<file path="src/rtl/fpstat_unit.sv">
module fpstat_unit #(
  parameter int W     = 32,
  parameter int NCAUS = 9,
  parameter int CLSW  = 5
) (
  input  logic            clk,
  input  logic            rst_n,
  input  logic            ld_en,
  input  logic [W-1:0]    ld_word,
  input  logic            upd,
  input  logic            ov_req,
  input  logic            ov_cond,
  input  logic            un_req,
  input  logic            un_cond,
  input  logic            dz_req,
  input  logic            dz_cond,
  input  logic            ix_req,
  input  logic            ix_cond,
  input  logic            fr_req,
  input  logic            fr_cond,
  input  logic            fi_req,
  input  logic            fi_cond,
  input  logic [NCAUS-1:0] inv_mask,
  input  logic            cls_req,
  input  logic [CLSW-1:0] cls_val,
  input  logic            record,
  input  logic            mode_a,
  input  logic            mode_b,
  output logic [W-1:0]    status,
  output logic [3:0]      cond_fld,
  output logic            irq
);
  localparam int ANY = W-1;
  localparam int ENS = W-2;
  localparam int VXS = W-3;
  localparam int OVB = W-4;
  localparam int UNB = W-5;
  localparam int DZB = W-6;
  localparam int IXB = W-7;
  localparam int CAH = W-8;
  localparam int CAL = W-13;
  localparam int FRB = W-14;
  localparam int FIB = W-15;
  localparam int CLH = W-16;
  localparam int CLL = CLH-CLSW+1;
  localparam int CBH = W-22;
  localparam int CBL = W-24;
  localparam int EVX = W-25;
  localparam int EOV = W-26;
  localparam int EUN = W-27;
  localparam int EDZ = W-28;
  localparam int EIX = W-29;

  logic [W-1:0] base, stg, nxt;
  logic         inv_or, ens_n;

  assign base = ld_en ? ld_word : status;

  always_comb begin
    stg = base;
    if (upd) begin
      if (ov_req) begin
        stg[OVB] = ov_cond;
        if (ov_cond) stg[ANY] = 1'b1;
      end
      if (un_req) begin
        stg[UNB] = un_cond;
        if (un_cond) stg[ANY] = 1'b1;
      end
      if (dz_req) begin
        stg[DZB] = dz_cond;
        if (dz_cond) stg[ANY] = 1'b1;
      end
      if (ix_req && ix_cond) begin
        stg[IXB] = 1'b1;
        stg[ANY] = 1'b1;
      end
      if (fr_req) stg[FRB] = fr_cond;
      if (fi_req) stg[FIB] = fi_cond;
      if (|inv_mask) begin
        stg[CAH:CAL] = stg[CAH:CAL] | inv_mask[NCAUS-1:3];
        stg[CBH:CBL] = stg[CBH:CBL] | inv_mask[2:0];
        stg[ANY]     = 1'b1;
      end
      if (cls_req) stg[CLH:CLL] = cls_val;
    end
  end

  assign inv_or = (|stg[CAH:CAL]) | (|stg[CBH:CBL]);
  assign ens_n  = (inv_or & stg[EVX]) | (stg[OVB] & stg[EOV]) | (stg[UNB] & stg[EUN])
                | (stg[DZB] & stg[EDZ]) | (stg[IXB] & stg[EIX]);

  always_comb begin
    nxt      = stg;
    nxt[VXS] = inv_or;
    nxt[ENS] = ens_n;
  end

  always_ff @(posedge clk or negedge rst_n) begin
    if (!rst_n) begin
      status   <= '0;
      cond_fld <= '0;
    end else begin
      if (ld_en || upd) status <= nxt;
      if (upd && record) cond_fld <= {nxt[ANY], nxt[ENS], nxt[VXS], nxt[OVB]};
    end
  end

  assign irq = (mode_a | mode_b) & status[ENS];

  a_r3_any_sticky: assert property (@(posedge clk) disable iff (!rst_n)
    (!ld_en && status[ANY]) |=> status[ANY]);

  a_r4_inexact_hold: assert property (@(posedge clk) disable iff (!rst_n)
    (!ld_en && upd && ix_req && !ix_cond) |=> status[IXB] == $past(status[IXB]));

  a_r6_invalid_marks: assert property (@(posedge clk) disable iff (!rst_n)
    (upd && |inv_mask) |=> (status[ANY] && status[VXS]));

  a_r7_class_write: assert property (@(posedge clk) disable iff (!rst_n)
    (upd && cls_req) |=> status[CLH:CLL] == $past(cls_val));

  a_r8_vxs_match: assert property (@(posedge clk) disable iff (!rst_n)
    (upd || ld_en) |=> status[VXS] == ((|status[CAH:CAL]) || (|status[CBH:CBL])));

  a_r10_cond_hold: assert property (@(posedge clk) disable iff (!rst_n)
    !(upd && record) |=> $stable(cond_fld));

  a_r10_cond_copy: assert property (@(posedge clk) disable iff (!rst_n)
    (upd && record) |=> cond_fld == {status[ANY], status[ENS], status[VXS], status[OVB]});

  a_r11_irq_quiet: assert property (@(posedge clk) disable iff (!rst_n)
    (!mode_a && !mode_b) |-> !irq);
endmodule

</file>
<file path="config.mk">
export PLATFORM = sky130hd
export DESIGN_NAME = fpstat_unit
export DESIGN_NICKNAME = d
export VERILOG_FILES = /design/src/rtl/fpstat_unit.sv
export SDC_FILE = /design/constraint.sdc
export NUM_CORES = 1
export LEC_CHECK = 0
export BUFFER_PORTS_ARGS = -buffer_cell sky130_fd_sc_hd__buf_4
export CORE_UTILIZATION = 30
export CTS_CLUSTER_DIAMETER = 30
export CTS_CLUSTER_SIZE = 40
export DETAILED_ROUTE_END_ITERATION = 7
export GPL_TIMING_DRIVEN = 0
export PLACE_DENSITY_LB_ADDON = 0.3
export SYNTH_ARGS = -nofsm -noshare
export SYNTH_HDL_FRONTEND = slang
export SYNTH_SLANG_ARGS = --single-unit
</file>
<file path="constraint.sdc">
create_clock -name clk -period 1.9 [get_ports clk]
set_input_delay 0.57 -clock clk [delete_from_list [all_inputs] [get_ports clk]]
set_output_delay 0.57 -clock clk [all_outputs]
set_load 0.02 [all_outputs]
</file>
[Word-level counts from Yosys, hierarchy flattened]
Index checks and enable logic that the tools add are counted.
Cells by class
  mux-type cells: 21
  bitwise gates (word level): 14
  reductions and logical operators: 7
Operators by type and width (number)
  $mux W32: 1
  $mux W17: 1
  $mux W1: 15
  $reduce_or A9 Y1: 1
  $and A1 B1 Y1: 6
  $mux W3: 2
  $mux W6: 1
  $or A1 B1 Y1: 6
  $or A6 B6 Y6: 1
  $reduce_or A6 Y1: 1
  $mux W5: 1
  $or A3 B3 Y3: 1
  $reduce_or A3 Y1: 1
  $logic_and A1 B1 Y1: 2
  $reduce_and A2 Y1: 1
  $logic_or A1 B1 Y1: 1
Word-level totals
  flip-flop bits (word level): 36
  bits of input ports: 66
  logic and storage cells: 45

[Depth between registers and ports, before layout]
  word-level depth: 11
  depth in mapped cells: 7

[Least setup slack after synthesis]
OpenSTA, ideal clock, no wires.
  path kind: input to register
  start: input ld_en
  end: register cond_fld[1]
  setup time: 125 ps
  data arrival time: 2067 ps
  path slack: -291 ps
  stages on the path: 5
  path buffers: 1
  cells stage by stage: buf_6 -> a221o_1 -> or4_1 -> or3_1 -> mux2_2
Between the ends
  cells in the longest elaborated chain, start to end: 6
  elaborated cells between the ends (all ways): 10
  classes of those cells: mux (5); bitwise (3); reduce/logical (2)
RTL lines
  from (decl): RTL line 8  | input logic ld_en,
  $mux W32 (*): RTL line 57  | assign base = ld_en ? ld_word : status;
  $or A6 B6 Y6 or $or A3 B3 Y3 (tied branches): RTL line 81, 82
  $mux W6 or $mux W3 (tied branches): RTL line 80  | if (|inv_mask) begin
  $mux W17 or $mux W3 (tied branches): RTL line 61  | if (upd) begin
  $reduce_or A6 Y1 or $reduce_or A3 Y1 (tied branches): RTL line 89  | assign inv_or = (|stg[CAH:CAL]) | (|stg[CBH:CBL]);
  $or A1 B1 Y1 (*): RTL line 89
  to (signal assigned): RTL line 105  | if (upd && record) cond_fld <= {nxt[ANY], nxt[ENS], nxt[VXS], nxt[OVB]};
  to (decl): RTL line 30  | output logic [3:0] cond_fld,
Mark *: on every way between the ends. The rest lies on a longest branch, timed or not.
A chain may end at the register's enable or synchronous reset.

[Final worst setup path]
Same ends and word-level chain as after synthesis.

==> impl_metrics.yaml <==
outcome:
  status: "finished with violations"
  violations: "setup timing"
setup_path:
  worstPathMaxFanout: 8
  r2r-start: "status[9]"
  startpoint_type: "primary input"
  crit_start: "ld_en"
  max_stage_delay_ns: 0.51
  cpMaxStageDelayCell: "or4_4"
  r2r_slack_ns: -0.17
  crit_chain: "buf_12 -> buf_8 -> a221o_1 -> or4_4 -> or3_4 -> mux2_4"
  arrival_ns: 2.30
  cp-endpoint: "cond_fld[1]"
  crit_path_end_kind: "flop"
  rr_worst_depth: 5
  critPathRequiredTime_ns: 2.09
  r2r-end: "cond_fld[1]"
  crit_type: "in2reg"
detailed_routing:
  totalWireLength_mm: 4.85
  drtIter0Drc: 51
  vias_per_cell: 4.80
  drtAntennaViolNets: 0
  dr.pass1.iters: 4
  drc_errors: 0
  vias: 1609
  wire_per_inst_um: 14.5
sta:
  grt_setup_unrepaired: "yes"
  fmax_mhz: 474
  setup_slack_ns: -0.209
  setup_violations: 4
  hold-worst-slack_ns: 0.225
  maxSlewHeadroom_pct: 56.3
  period_needed_ns: 2.11
  maxSlewViolCount: 0
  worst_slew_pin_slew_ns: 0.656
  fin_worst_skew_ns: 0.00909
  hold_viol: 0
  finalCritPeriodShare_pct: 111
  setup_tns_ns: -0.453
die:
  fp.dieW_um: 76.7
  dieArea_sq_um: 5880
  io_pins: 103
  start_util_pct: 32.0
  die_y_um: 76.7
  rows: 26
  core_area_sq_um: 5240
cts:
  h-tree-depth: 2
  clkSlewWorstSetupHoldPaths_ns: 0.08
  cts_buffers: 5
  clock_latency_ns: 0.29
  cts_tree: "built"
  cts-root-buf: "clkbuf_8"
  hold_buffers: 0
  clock_path_buffers: 2
  cts_sinks: 36
synth:
  syn_nets: 211
  synth-seq-cells: 36
  yosysSeqAreaShare_pct: 53.8
  synth_cells: 145
  yosysWarningCount: 0
  syn_area_sq_um: 1670
  syn_avg_cell_area_sq_um: 11.5
  synth.distinct_cells: 33
cells_and_area:
  drive_gt1_share_pct: 54.3
  area_delta_synth_final_pct: 65.8
  antenna_cells: 0
  fillerInstances: 465
  nets: 330
  stdcell_area_sq_um: 2780
placement:
  gp_congestion: 0.749
  place_hpwl_mm: 3.64
  place_ws_ns: -0.631
  io_buffer_count: 100
  dpl_cell_area_sq_um: 2540
global_routing:
  grt_pass1_wl_mm: 8.16
  gr-total-overflow: 0
  grt_max_degree: 37
  track_usage_pct: 17.9
  antenna_found_initial: 0
  grt_pass1_vias: 1661
pwr:
  p_per_area_nw_per_um2: 741
  peakVddDrop_uv: 402
  p_leak_nw: 1.32
worst_hold_path:
  hold_class: "in2async"
job:
  drv_cap: 0
==> sequential cells by signal (all words and copies together), names as in the netlist <==
register  cells
status       32
cond_fld      4
==> critical path: cells and delay by family <==
kind	cells	cell delay, ns
simple gates	2	0.89
compound gates	1	0.32
mux	1	0.27
buf+inv	2	0.24
==> routing by layer <==
metal	track usage, %	vias to the layer above	share of wire, %
met5	0	-	0
met4	5.77	0	0.49
met3	5.24	2	6.7
met2	28.7	73	48
met1	23.1	759	45
li1	-	775	-
==> metrics by stage <==
| step | power [mW] | std cells | utilization (%) |
|---|---|---|---|
| final | 2.06 | 335 | 53.0 |
| after global routing | 2.17 | 335 | 53.0 |
| after CTS | 2.08 | 336 | 52.8 |
| after detailed placement | 1.47 | 315 | 48.6 |
| after global placement | 1.46 | 315 | 48.6 |
| after floorplan | 1.17 | 145 | - |
==> Yosys cell counts <==
| library cell | n | area share (%) |
|---|---|---|
| dfrtp_1 | 36 | 54 |
| mux2i_1 | 12 | 7.2 |
| mux2_2 | 11 | 7.4 |
| nand2_1 | 11 | 2.5 |
| nor2b_1 | 8 | 3.0 |
| a221o_1 | 7 | 4.2 |
| a21oi_1 | 6 | 1.8 |
| and2_1 | 5 | 1.9 |
| nor2_1 | 5 | 1.1 |
| o21ai_0 | 5 | 1.5 |
| clkbuf_1 | 4 | 0.90 |
| inv_1 | 4 | 0.90 |
| a211oi_1 | 2 | 0.90 |
| a22oi_1 | 2 | 0.90 |
| buf_6 | 2 | 1.3 |
| nand3_1 | 2 | 0.60 |
| nand3b_1 | 2 | 0.90 |
| o21ai_1 | 2 | 0.60 |
| o311a_1 | 2 | 1.2 |
| o31a_1 | 2 | 1.0 |
| or3_1 | 2 | 0.75 |
| or4_1 | 2 | 0.90 |
| a21boi_0 | 1 | 0.45 |
| a222oi_1 | 1 | 0.60 |
| and2b_1 | 1 | 0.45 |
| and3b_1 | 1 | 0.52 |
| buf_2 | 1 | 0.30 |
| nor3_1 | 1 | 0.30 |
| nor4_1 | 1 | 0.37 |
| o21a_1 | 1 | 0.45 |
| o31ai_1 | 1 | 0.45 |
| o41ai_1 | 1 | 0.52 |
| or2_2 | 1 | 0.37 |
==> logic make-up (layout without fill, tap and decap cells) <==
kind of cell | after synthesis | in the layout | synth area share [%]
simple gates | 42 | 42 | 13.6
buf+inv | 11 | 131 | 3.44
compound gates | 33 | 33 | 14.6
flops | 36 | 36 | 53.8
mux | 23 | 23 | 14.6
==> area by class of cell <==
type,instances,area (sq um),share of cell area [%]
Tap cell,70,87.6,3.16
Timing Repair Buffer,112,853,30.7
Sequential cell,36,901,32.5
Clock inverter,3,23.8,0.857
Inverter,4,15.0,0.541
Multi-Input combinational cell,98,751,27.1
Buffer,7,75.1,2.71
Clock buffer,5,68.8,2.48
==> worst min path at each step <==
stage	start	end	slack [ns]	depth (start not counted)
after floorplan	rst_n	cond_fld[0]	0.27	0
after global placement	cond_fld[3]	cond_fld[3]	0.49	1
after detailed placement	cond_fld[1]	cond_fld[1]	0.49	1
after CTS	rst_n	status[28]	0.24	1
after global routing	rst_n	cond_fld[2]	0.25	1
final	rst_n	status[27]	0.23	1
==> timing repair <==
| item | 4_1_cts | 5_1_grt |
|---|---|---|
| gates resized for setup | 8 | 5 |
| setup buffers | 13 | 1 |
| endpoints found under the setup margin | 4 | 7 |
==> cell usage in the layout (no fill, tap or decap), types with 3 or more instances in the layout <==
master,n
nand2_1,11
and2_1,3
clkbuf_8,5
o21ai_0,5
dfrtp_1,36
buf_4,111
nor2b_1,8
mux2_2,9
a221o_1,7
inv_1,4
mux2i_1,12
nor2_1,5
a21oi_1,6
==> power by group <==
group	switching [mW]	internal [mW]	leakage (nW)
Clock	0.304	0.260	0.0404
Sequential	0.0429	0.845	0.401
Combinational	0.284	0.321	0.882
Total	0.631	1.43	1.32
Note: power is estimated with default switching activity, not from simulation.
